[src/rtl/bri_pkg.sv]
package bri_pkg;

  typedef enum logic [1:0] {
    ST_IDLE = 2'd0,
    ST_QTX  = 2'd1,
    ST_WIN  = 2'd2
  } link_st_e;

  typedef enum logic [1:0] {
    RP_NONE = 2'd0,
    RP_PEND = 2'd1,
    RP_SEND = 2'd2
  } rply_st_e;

endpackage

[src/rtl/bri_rst_sync.sv]
module bri_rst_sync (
  input  logic clk,
  input  logic arst_n,
  output logic srst_n
);
  logic meta_q;
  logic sync_q;

  always_ff @(posedge clk or negedge arst_n) begin
    if (!arst_n) begin
      meta_q <= 1'b0;
      sync_q <= 1'b0;
    end else begin
      meta_q <= 1'b1;
      sync_q <= meta_q;
    end
  end

  assign srst_n = sync_q;
endmodule

[src/rtl/bri_slot_timer.sv]
module bri_slot_timer #(
  parameter  int NUM_SLOT = 4,
  parameter  int SLOT_CYC = 4,
  localparam int SLOT_W   = (NUM_SLOT > 1) ? $clog2(NUM_SLOT) : 1,
  localparam int CYC_W    = (SLOT_CYC > 1) ? $clog2(SLOT_CYC) : 1
) (
  input  logic              clk,
  input  logic              rst_n,
  input  logic              clr,
  input  logic              en,
  output logic [SLOT_W-1:0] slot_o,
  output logic [CYC_W-1:0]  cyc_o,
  output logic              last_o
);
  logic [SLOT_W-1:0] slot_q, slot_d;
  logic [CYC_W-1:0]  cyc_q, cyc_d;
  logic              slot_end;

  assign slot_end = (cyc_q == CYC_W'(SLOT_CYC - 1));

  always_comb begin
    slot_d = slot_q;
    cyc_d  = cyc_q;
    if (clr) begin
      slot_d = '0;
      cyc_d  = '0;
    end else if (en) begin
      if (slot_end) begin
        cyc_d  = '0;
        slot_d = (slot_q == SLOT_W'(NUM_SLOT - 1)) ? '0 : slot_q + 1'b1;
      end else begin
        cyc_d = cyc_q + 1'b1;
      end
    end
  end

  always_ff @(posedge clk or negedge rst_n) begin
    if (!rst_n) begin
      slot_q <= '0;
      cyc_q  <= '0;
    end else if (clr || en) begin
      slot_q <= slot_d;
      cyc_q  <= cyc_d;
    end
  end

  assign slot_o = slot_q;
  assign cyc_o  = cyc_q;
  assign last_o = slot_end && (slot_q == SLOT_W'(NUM_SLOT - 1));
endmodule

[src/rtl/bri_jam_guard.sv]
module bri_jam_guard #(
  parameter  int GAP_CYC = 40,
  localparam int GAP_W   = $clog2(GAP_CYC + 1)
) (
  input  logic clk,
  input  logic rst_n,
  input  logic tx_end,
  input  logic rx_end,
  output logic ok_o
);
  logic [GAP_W-1:0] gap_q, gap_d;
  logic             sat;
  logic             gap_en;

  assign sat = (gap_q == GAP_W'(GAP_CYC));

  always_comb begin
    gap_d  = gap_q;
    gap_en = 1'b0;
    if (tx_end) begin
      gap_d  = '0;
      gap_en = 1'b1;
    end else if (rx_end) begin
      gap_d  = GAP_W'(GAP_CYC);
      gap_en = 1'b1;
    end else if (!sat) begin
      gap_d  = gap_q + 1'b1;
      gap_en = 1'b1;
    end
  end

  always_ff @(posedge clk or negedge rst_n) begin
    if (!rst_n) begin
      gap_q <= GAP_W'(GAP_CYC);
    end else if (gap_en) begin
      gap_q <= gap_d;
    end
  end

  assign ok_o = sat;
endmodule

[src/rtl/bcast_reply_arb.sv]
module bcast_reply_arb
  import bri_pkg::*;
#(
  parameter  int NUM_PRIO = 4,
  parameter  int SLOT_CYC = 4,
  parameter  int QRY_CYC  = 3,
  parameter  int GAP_CYC  = 40,
  localparam int PRIO_W   = (NUM_PRIO > 1) ? $clog2(NUM_PRIO) : 1,
  localparam int CYC_W    = (SLOT_CYC > 1) ? $clog2(SLOT_CYC) : 1,
  localparam int QCNT_W   = $clog2(QRY_CYC + 1)
) (
  input  logic              clk,
  input  logic              arst_n,
  input  logic [PRIO_W-1:0] node_prio,
  input  logic              bus_carrier,
  input  logic              bus_rx_end,
  input  logic              bus_rx_query,
  output logic              bus_tx_en,
  input  logic              rep_req,
  output logic              rep_ok,
  output logic              rep_rej,
  input  logic              qry_req,
  output logic              qry_done,
  output logic              qry_hit
);
  logic              srst_n;
  link_st_e          st_q, st_d;
  rply_st_e          rp_q, rp_d;
  logic              ownq_q, ownq_d;
  logic              seen_q, seen_d;
  logic [QCNT_W-1:0] qcnt_q, qcnt_d;
  logic              tx_q, tx_d;
  logic              ok_q, ok_d;
  logic              rej_q, rej_d;
  logic              done_q, done_d;
  logic              hit_q, hit_d;

  logic              tmr_clr;
  logic              in_win;
  logic              win_last;
  logic [PRIO_W-1:0] slot_w;
  logic [CYC_W-1:0]  cyc_w;
  logic [PRIO_W-1:0] own_slot;
  logic              guard_ok;
  logic              tx_end;
  logic              rx_done;
  logic              want;
  logic              slot_past;
  logic              slot_here;
  logic              slot_done;

  bri_rst_sync u_rst (
    .clk    (clk),
    .arst_n (arst_n),
    .srst_n (srst_n)
  );

  bri_slot_timer #(
    .NUM_SLOT (NUM_PRIO),
    .SLOT_CYC (SLOT_CYC)
  ) u_tmr (
    .clk    (clk),
    .rst_n  (srst_n),
    .clr    (tmr_clr),
    .en     (in_win),
    .slot_o (slot_w),
    .cyc_o  (cyc_w),
    .last_o (win_last)
  );

  bri_jam_guard #(
    .GAP_CYC (GAP_CYC)
  ) u_guard (
    .clk    (clk),
    .rst_n  (srst_n),
    .tx_end (tx_end),
    .rx_end (rx_done),
    .ok_o   (guard_ok)
  );

  assign in_win    = (st_q == ST_WIN);
  assign rx_done   = bus_rx_end;
  assign own_slot  = PRIO_W'(NUM_PRIO - 1) - node_prio;
  assign slot_here = (slot_w == own_slot) && (cyc_w == '0);
  assign slot_past = (slot_w > own_slot) || ((slot_w == own_slot) && (cyc_w != '0));
  assign slot_done = (cyc_w == CYC_W'(SLOT_CYC - 1));
  assign want      = (rp_q == RP_PEND) ||
                     ((rp_q == RP_NONE) && rep_req && !ok_q && !rej_q);

  always_comb begin
    st_d    = st_q;
    ownq_d  = ownq_q;
    seen_d  = seen_q;
    qcnt_d  = qcnt_q;
    tx_d    = tx_q;
    rp_d    = rp_q;
    ok_d    = 1'b0;
    rej_d   = 1'b0;
    done_d  = 1'b0;
    hit_d   = hit_q;
    tmr_clr = 1'b0;
    tx_end  = 1'b0;

    unique case (st_q)
      ST_IDLE: begin
        if (bus_rx_end && bus_rx_query) begin
          st_d    = ST_WIN;
          ownq_d  = 1'b0;
          seen_d  = 1'b0;
          tmr_clr = 1'b1;
        end else if (qry_req && !bus_carrier && guard_ok) begin
          st_d   = ST_QTX;
          qcnt_d = '0;
          tx_d   = 1'b1;
        end
      end
      ST_QTX: begin
        if (qcnt_q == QCNT_W'(QRY_CYC - 1)) begin
          st_d    = ST_WIN;
          ownq_d  = 1'b1;
          seen_d  = 1'b0;
          tmr_clr = 1'b1;
          tx_d    = 1'b0;
          tx_end  = 1'b1;
        end else begin
          qcnt_d = qcnt_q + 1'b1;
        end
      end
      ST_WIN: begin
        seen_d = seen_q | bus_carrier;
        if (win_last) begin
          st_d = ST_IDLE;
          if (ownq_q) begin
            done_d = 1'b1;
            hit_d  = seen_q | bus_carrier;
          end
        end
      end
      default: st_d = ST_IDLE;
    endcase

    if (rp_q == RP_SEND) begin
      if (slot_done) begin
        rp_d   = RP_NONE;
        tx_d   = 1'b0;
        ok_d   = 1'b1;
        tx_end = 1'b1;
      end
    end else if (want) begin
      if (!in_win || ownq_q || seen_q || bus_carrier || slot_past) begin
        rp_d  = RP_NONE;
        rej_d = 1'b1;
      end else if (slot_here) begin
        if (guard_ok) begin
          rp_d = RP_SEND;
          tx_d = 1'b1;
        end else begin
          rp_d  = RP_NONE;
          rej_d = 1'b1;
        end
      end else begin
        rp_d = RP_PEND;
      end
    end
  end

  always_ff @(posedge clk or negedge srst_n) begin
    if (!srst_n) begin
      st_q   <= ST_IDLE;
      rp_q   <= RP_NONE;
      ownq_q <= 1'b0;
      seen_q <= 1'b0;
      qcnt_q <= '0;
      tx_q   <= 1'b0;
      ok_q   <= 1'b0;
      rej_q  <= 1'b0;
      done_q <= 1'b0;
      hit_q  <= 1'b0;
    end else begin
      st_q   <= st_d;
      rp_q   <= rp_d;
      ownq_q <= ownq_d;
      seen_q <= seen_d;
      qcnt_q <= qcnt_d;
      tx_q   <= tx_d;
      ok_q   <= ok_d;
      rej_q  <= rej_d;
      done_q <= done_d;
      hit_q  <= hit_d;
    end
  end

  assign bus_tx_en = tx_q;
  assign rep_ok    = ok_q;
  assign rep_rej   = rej_q;
  assign qry_done  = done_q;
  assign qry_hit   = hit_q;
endmodule

[config.mk]
export PLATFORM = sky130hd
export DESIGN_NAME = bcast_reply_arb
export DESIGN_NICKNAME = d
export VERILOG_FILES = /design/src/rtl/bri_pkg.sv /design/src/rtl/bri_rst_sync.sv /design/src/rtl/bri_slot_timer.sv /design/src/rtl/bri_jam_guard.sv /design/src/rtl/bcast_reply_arb.sv
export SDC_FILE = /design/constraint.sdc
export NUM_CORES = 1
export LEC_CHECK = 0
export BUFFER_PORTS_ARGS = -buffer_cell sky130_fd_sc_hd__buf_2
export CAP_MARGIN = 30
export CORE_MARGIN = 5
export CORE_UTILIZATION = 23
export CTS_BUF_LIST = sky130_fd_sc_hd__clkbuf_16
export CTS_CLUSTER_SIZE = 12
export DETAILED_ROUTE_END_ITERATION = 10
export SLEW_MARGIN = 25
export SYNTH_ARGS = -nofsm -noshare
export SYNTH_HDL_FRONTEND = slang
export SYNTH_SLANG_ARGS = --single-unit
[constraint.sdc]
create_clock -name clk -period 0.9 [get_ports clk]
set_input_delay 0.09 -clock clk [delete_from_list [all_inputs] [get_ports clk]]
set_output_delay 0.09 -clock clk [all_outputs]
set_load 0.03 [all_outputs]
# After elaboration in Yosys (flattened, before gate mapping)

Cells that the tools add are included.

Add/subtract/negate cells: 5
$lt $le $gt $ge: 1
Equality and inequality tests: 18
Muxes and demuxes: 58
Bitwise operators: 1
Reductions and logical operators: 38

Operators by type and width:

| cell                                                   | count |
|---|---|
| 2-to-1 mux 2 bit                                       | 20 |
| 2-to-1 mux 1 bit                                       | 29 |
| 2-to-1 mux 6 bit                                       | 3 |
| AND reduction 3 bit                                    | 5 |
| equality test 2 bit (second input constant)            | 5 |
| inequality test 2 bit (second input constant)          | 5 |
| nonzero test 2 bit                                     | 5 |
| logical AND 1 bit                                      | 9 |
| logical OR 1 bit                                       | 7 |
| adder 2 x 1 -> 2 bit (second input constant)           | 3 |
| adder 6 x 1 -> 6 bit (second input constant)           | 1 |
| equality test 6 bit (second input constant)            | 1 |
| logical NOT 2 bit                                      | 3 |
| case mux 1 bit (2 select lines)                        | 3 |
| case mux 2 bit (3 select lines)                        | 1 |
| AND reduction 2 bit                                    | 3 |
| equality test 2 x 1 -> 1 bit (second input constant)   | 2 |
| logical NOT 1 bit                                      | 4 |
| inequality test 2 x 1 -> 1 bit (second input constant) | 2 |
| case mux 2 bit (2 select lines)                        | 1 |
| AND reduction 4 bit                                    | 1 |
| inequality test 3 x 2 -> 1 bit (second input constant) | 1 |
| inequality test 3 bit (second input constant)          | 1 |
| case mux 1 bit (3 select lines)                        | 1 |
| other kinds (5)                                        | 5 |

Register bits: 25
Input port bits: 9
Output and inout port bits: 5
Word-level logic and storage cells: 136

# Depth between registers and ports, before layout

Word-level depth: 11
Mapped depth: 6
Gate-level depth less buffers: 6

# Modules after synthesis

A second synthesis with hierarchy kept.

Cells, all modules: 127
Area total of the unflattened synthesis: 1,325.0 um^2

Modules (own cells, without submodules):

| module          | times used | cells each | area an instance (um^2) | seq. area each (um^2) |
|---|---|---|---|---|
| bcast_reply_arb | 1          | 73         | 737.0                   | 325.3 |
| bri_jam_guard   | 1          | 33         | 319.1                   | 152.6 |
| bri_slot_timer  | 1          | 18         | 215.2                   | 100.1 |
| bri_rst_sync    | 1          | 3          | 53.8                    | 50.0 |

# Least setup slack after synthesis

No wires, ideal clock.

Path kind: flip-flop to flip-flop
From: register u_guard.gap_q[3]
To: register qcnt_q[0]
Setup time: 0.123 ns
Arrival: 1.235 ns
Data required time: 0.777 ns
Slack: -0.458 ns
Cell stages (with the launch flop): 5
Path buffers: 0
Period minus slack after synthesis: 1.358 ns
Path through: dfstp_2 and4bb_2 nand4_1 a21o_2 o2bb2ai_1

Cells in the longest elaborated chain, start to end: 4

RTL lines:

| item                                   | line                   | text |
|---|---|---|
| start, declared                        | bri_jam_guard.sv:11    | `logic [GAP_W-1:0] gap_q, gap_d;` |
| start signal, assigned                 | bri_jam_guard.sv:34    | `gap_q <= GAP_W'(GAP_CYC);` |
| start signal, assigned                 | bri_jam_guard.sv:36    | `gap_q <= gap_d;` |
| equality test 6 bit                    | bri_jam_guard.sv:15    | `assign sat = (gap_q == GAP_W'(GAP_CYC));` |
| logical AND 1 bit                      | bcast_reply_arb.sv:111 | `end else if (qry_req && !bus_carrier && guard_ok) begin` |
| inequality test 2 bit (no source line) | n/a                    |  |
| AND reduction 4 bit (no source line)   | n/a                    |  |
| end signal, assigned                   | bcast_reply_arb.sv:184 | `qcnt_q <= qcnt_d;` |
| end, declared                          | bcast_reply_arb.sv:31  | `logic [QCNT_W-1:0] qcnt_q, qcnt_d;` |

Every way passes these cells.
A chain may end at the register's enable or synchronous reset.

# Worst setup path after layout

From: register u_guard.gap_q[5]
To: register rej_q, in the netlist rep_rej

Cells in the longest elaborated chain, start to end: 6

RTL lines:

| item                 | line                   | text |
|---|---|---|
| equality test 6 bit  | bri_jam_guard.sv:15    |  |
| 2-to-1 mux 1 bit     | bcast_reply_arb.sv:154 | `if (guard_ok) begin` |
| 2-to-1 mux 1 bit     | bcast_reply_arb.sv:153 | `end else if (slot_here) begin` |
| 2-to-1 mux 1 bit     | bcast_reply_arb.sv:150 | `if (!in_win \|\| ownq_q \|\| seen_q \|\| bus_carrier \|\| slot_past) begin` |
| 2-to-1 mux 1 bit     | bcast_reply_arb.sv:149 | `end else if (want) begin` |
| 2-to-1 mux 1 bit     | bcast_reply_arb.sv:142 | `if (rp_q == RP_SEND) begin` |
| via rej_d            | bcast_reply_arb.sv:34  | `logic rej_q, rej_d;` |
| end signal, assigned | bcast_reply_arb.sv:187 | `rej_q <= rej_d;` |
| end, declared        | bcast_reply_arb.sv:34  |  |

The timed path passes the listed nets, and every way through them passes these cells.

==> metrics.md <==
| Metric | Value |
|---|---|
| Post-synth top area share | `43.6%` |
| CP arrival | `between 1500 and 2000 ps` |
| Worst-Skew Late Latency | `260 ps` |
| Synth Register Bits | `25` |
| Clk pwr share | `18.4%` |
| CTS H-tree depth | `1` |
| Unrepaired setup endpoints after global routing | `true` |
| Initial Util | `23.8%` |
| Final Hold Viols | `0` |
| Core ar. | `0.00554 mm^2` |
| Total track usage | `under 10%` |
| Pint | `3.54 mW` |
| Routed Antenna Nets | `0` |
| Max-Cap Viols | `0` |
| Min Tclk post-route | `1380 ps` |
| Syn Inst Count | `135` |
| Via/cell ratio | `4.26` |
| Synth top area cells | `dfrtp_1 44%, ha_1 7.6%, dfstp_2 4.0%, nand2_1 4.0%, a21oi_1 3.8%` |
| Post-synth net total | `roughly 150` |
| Drt pass-1 iters | `4` |
| Total die area | `0.00736 mm^2` |
| Largest net degree at the start of global routing | `22` |
| Sw Share | `34.1%` |
| Fmax | `0.723 GHz` |
| Req. time, crit path | `1050 ps` |
| Min-delay worst type | `reg2async` |
| Final worst slack | `-483 ps` |
| Peak supply drop | `0.953 mV` |
| Warnings from Yosys | `0` |
| Vias post-DR | `1133` |
| Diode count | `0` |
| Gpl congestion | `0.763` |
| Distinct cells, synth | `38` |
| Chip Width | `85.8 um` |
| Clock sink count | `25` |
| Routed WL per cell | `between 10 and 15 um` |
| Vias in the first global route | `1169` |
| Register share of total power | `29.2%` |
| Total grt overflow | `0` |
| CP endpoint kind | `register` |
| Startpoint types | `register` |
| Slew Viols, Final | `0` |
| CTS max path bufs | `2` |
| Area occupied by multi-input gates | `about 850 um^2` |
| Detailed placer's ending HPWL | `between 2000 and 2500 um` |
| Synth area leader | `dfrtp_1` |
| Root Buffer Master | `clkbuf_16` |
| Area delta synth->final | `65.0%` |
| TritonCTS clock tree | `done` |
| Comb power frac | `52.3%` |
| Global-route wire length before repair | `5130 um` |
| Layout Utilization | `around 40%` |
| NetSw | `1.83 mW` |
| Period Utilization, post-route | `154%` |
| Share of post-route cells with drive strength above 1 | `just under 60%` |
| P_leak | `0.972 nW` |
| Initial antenna violation count | `0` |
| Io pins | `14` |
| Register Area | `~630 um^2` |
| Layout filler cell count | `548` |
| Layout Nets | `~210` |
| Commonest cells after routing, fill and taps aside | `31 x buf_4, 20 x dfrtp_1, 16 x buf_6, 11 x inv_1, 9 x nand2_1` |
| Total wire length | `3030 um` |
| Tot Pwr | `5.36 mW` |
| Status | `complete, but fails checks` |
| Pwr Density | `2460 mW/mm^2` |
| Clock-pin transition on the worst setup and hold timing paths | `approximately 70 ps` |
| Final Skew | `4.57 ps` |
| Failing checks | `setup timing` |
| Rows | `27` |
| Die height | `85.8 um` |
| CTS buffer count | `3` |
| Synthesized area | `0.00132 mm^2` |
| Residual DRC | `0` |
| IO Port Bufs | `13` |
| Avg Inst Size Synth | `9.79 um^2` |
| Initial drt markers | `22` |
| Sequential element share of the synthesized area | `47.5%` |
| Commonest non-fill, non-tap cell in the layout | `buf_4` |
| Critical Path Fanout Max | `5` |
| Crit Path Class | `reg2reg` |
| Final setup viols | `25` |
## final cells by class
cell class / instances / share of cell area, %
Clock inverter: 1 / 0.230
Inverter: 13 / 2.24
Clock buffer: 3 / 3.44
Tap cell: 72 / 4.13
Multi-Input combinational cell: 95 / 38.8
Timing Repair Buffer: 57 / 22.2
Sequential cell: 25 / 29.0
## metrics by stage
| step | instance area, um^2 | hold slack [ps] | std cells | TNS (ps) | setup slack, ps |
|---|---|---|---|---|---|
| final | 2180 | 60.5 | 266 | -7690 | -483 |
| after CTS | 2040 | 63.0 | 263 | -7780 | -482 |
| after global placement | 1780 | -122 | 254 | -7690 | -461 |
| after detailed placement | 1780 | -121 | 254 | -7900 | -482 |
| after floorplan | 1370 | -206 | 135 | -6290 | -422 |
| after global routing | 2180 | 76.3 | 266 | -8800 | -527 |
## final timing paths
| path | start | end | slack, ps | cells after the start |
|---|---|---|---|---|
| setup / recovery | u_guard.gap_q[5]$_DFFE_PN1P_ | rep_rej$_DFF_PN0_ | -480 | 5 |
| hold / removal | u_rst.srst_n$_DFF_PN0_ | u_guard.gap_q[2]$_DFFE_PN0P_ | 60 | 0 |
| setup reg to reg | u_guard.gap_q[5]$_DFFE_PN1P_ | rep_rej$_DFF_PN0_ | -480 | 5 |
| hold reg to reg | u_rst.srst_n$_DFF_PN0_ | u_guard.gap_q[2]$_DFFE_PN0P_ | 60 | 0 |
| max in group asynchronous | u_rst.srst_n$_DFF_PN0_ | u_guard.gap_q[5]$_DFFE_PN1P_ | 410 | 1 |
| min in group clk | bus_carrier | seen_q$_DFFE_PN0P_ | 140 | 3 |
## registers in the layout (all words and copies together), names as in the netlist
| name | count |
|---|---|
| bus_tx_en | 1 |
| rep_rej | 1 |
| u_guard.gap_q | 6 |
| qry_done | 1 |
| u_tmr.slot_o | 2 |
| rp_q | 2 |
| u_tmr.cyc_o | 2 |
| seen_q | 1 |
| rep_ok | 1 |
| u_rst.meta_q | 1 |
| qcnt_q | 2 |
| st_q | 2 |
| ownq_q | 1 |
| qry_hit | 1 |
| u_rst.srst_n | 1 |
## metal layers
| metal | GRT usage, % | share of wire, % | vias to the layer above |
|---|---|---|---|
| met2 | 14.2 | 50 | 11 |
| met5 | 0 | 0 | - |
| met4 | 2.16 | 0.49 | 0 |
| met1 | 11.5 | 45 | 542 |
| met3 | 1.83 | 3.9 | 2 |
| li1 | - | - | 578 |
## kinds of logic after synthesis
group           count (synthesis)  share of synthesized area [%]
compound gates                 32                           15.5
xor+xnor                        5                           3.31
fa+ha+maj                       8                           7.58
buf+inv                        15                           5.40
flops                          25                           47.5
other cells                     1                          0.284
simple gates                   49                           20.4
## synth_stat cells
library cell	count
a21boi_0	2
o21a_1	2
a21oi_1	10
buf_6	2
o31ai_1	1
inv_1	13
or3_1	1
o22ai_1	1
a21o_2	2
nor3_1	3
nor2_1	10
ha_1	8
and2b_2	1
or3b_1	1
nand3_1	5
nand2b_1	3
xnor2_1	3
o2bb2ai_1	2
a211o_1	1
dfrtp_1	23
nand2_1	14
nand4_1	1
and2_1	2
nand2_4	1
nand4b_1	1
and4bb_2	1
o31a_2	1
and3_1	1
a21oi_2	1
and3b_1	1
nor2b_1	1
and3b_2	1
xor2_1	2
o21ai_0	8
conb_1	1
dfstp_2	2
a2bb2oi_1	1
nor2b_4	1
## repair_timing
action,CTS,global route
endpoints found under the setup margin,28,28
endpoints found under the hold margin,2,0
pin swaps,11,14
hold buffers,1,0
buffers inserted,4,3
resized for setup,34,27
gates cloned,0,0
## power by group through the flow
stage                     Clock (mW)  Sequential [mW]  Combinational [mW]
after detailed placement           0             1.55                2.16
after global routing            1.08             1.59                3.10
after CTS                       1.02             1.54                2.57
final                          0.989             1.57                2.81
after global placement             0             1.55                2.12
after floorplan                    0             1.60                1.19
## critical path, cell delays in order, from the launching register on
cell and delay (ps):
dfstp_2 530, and4bb_2 240, buf_4 130, nand2_4 60
and2_1 140, o21a_1 180
Note: power is estimated with default switching activity, not from simulation.
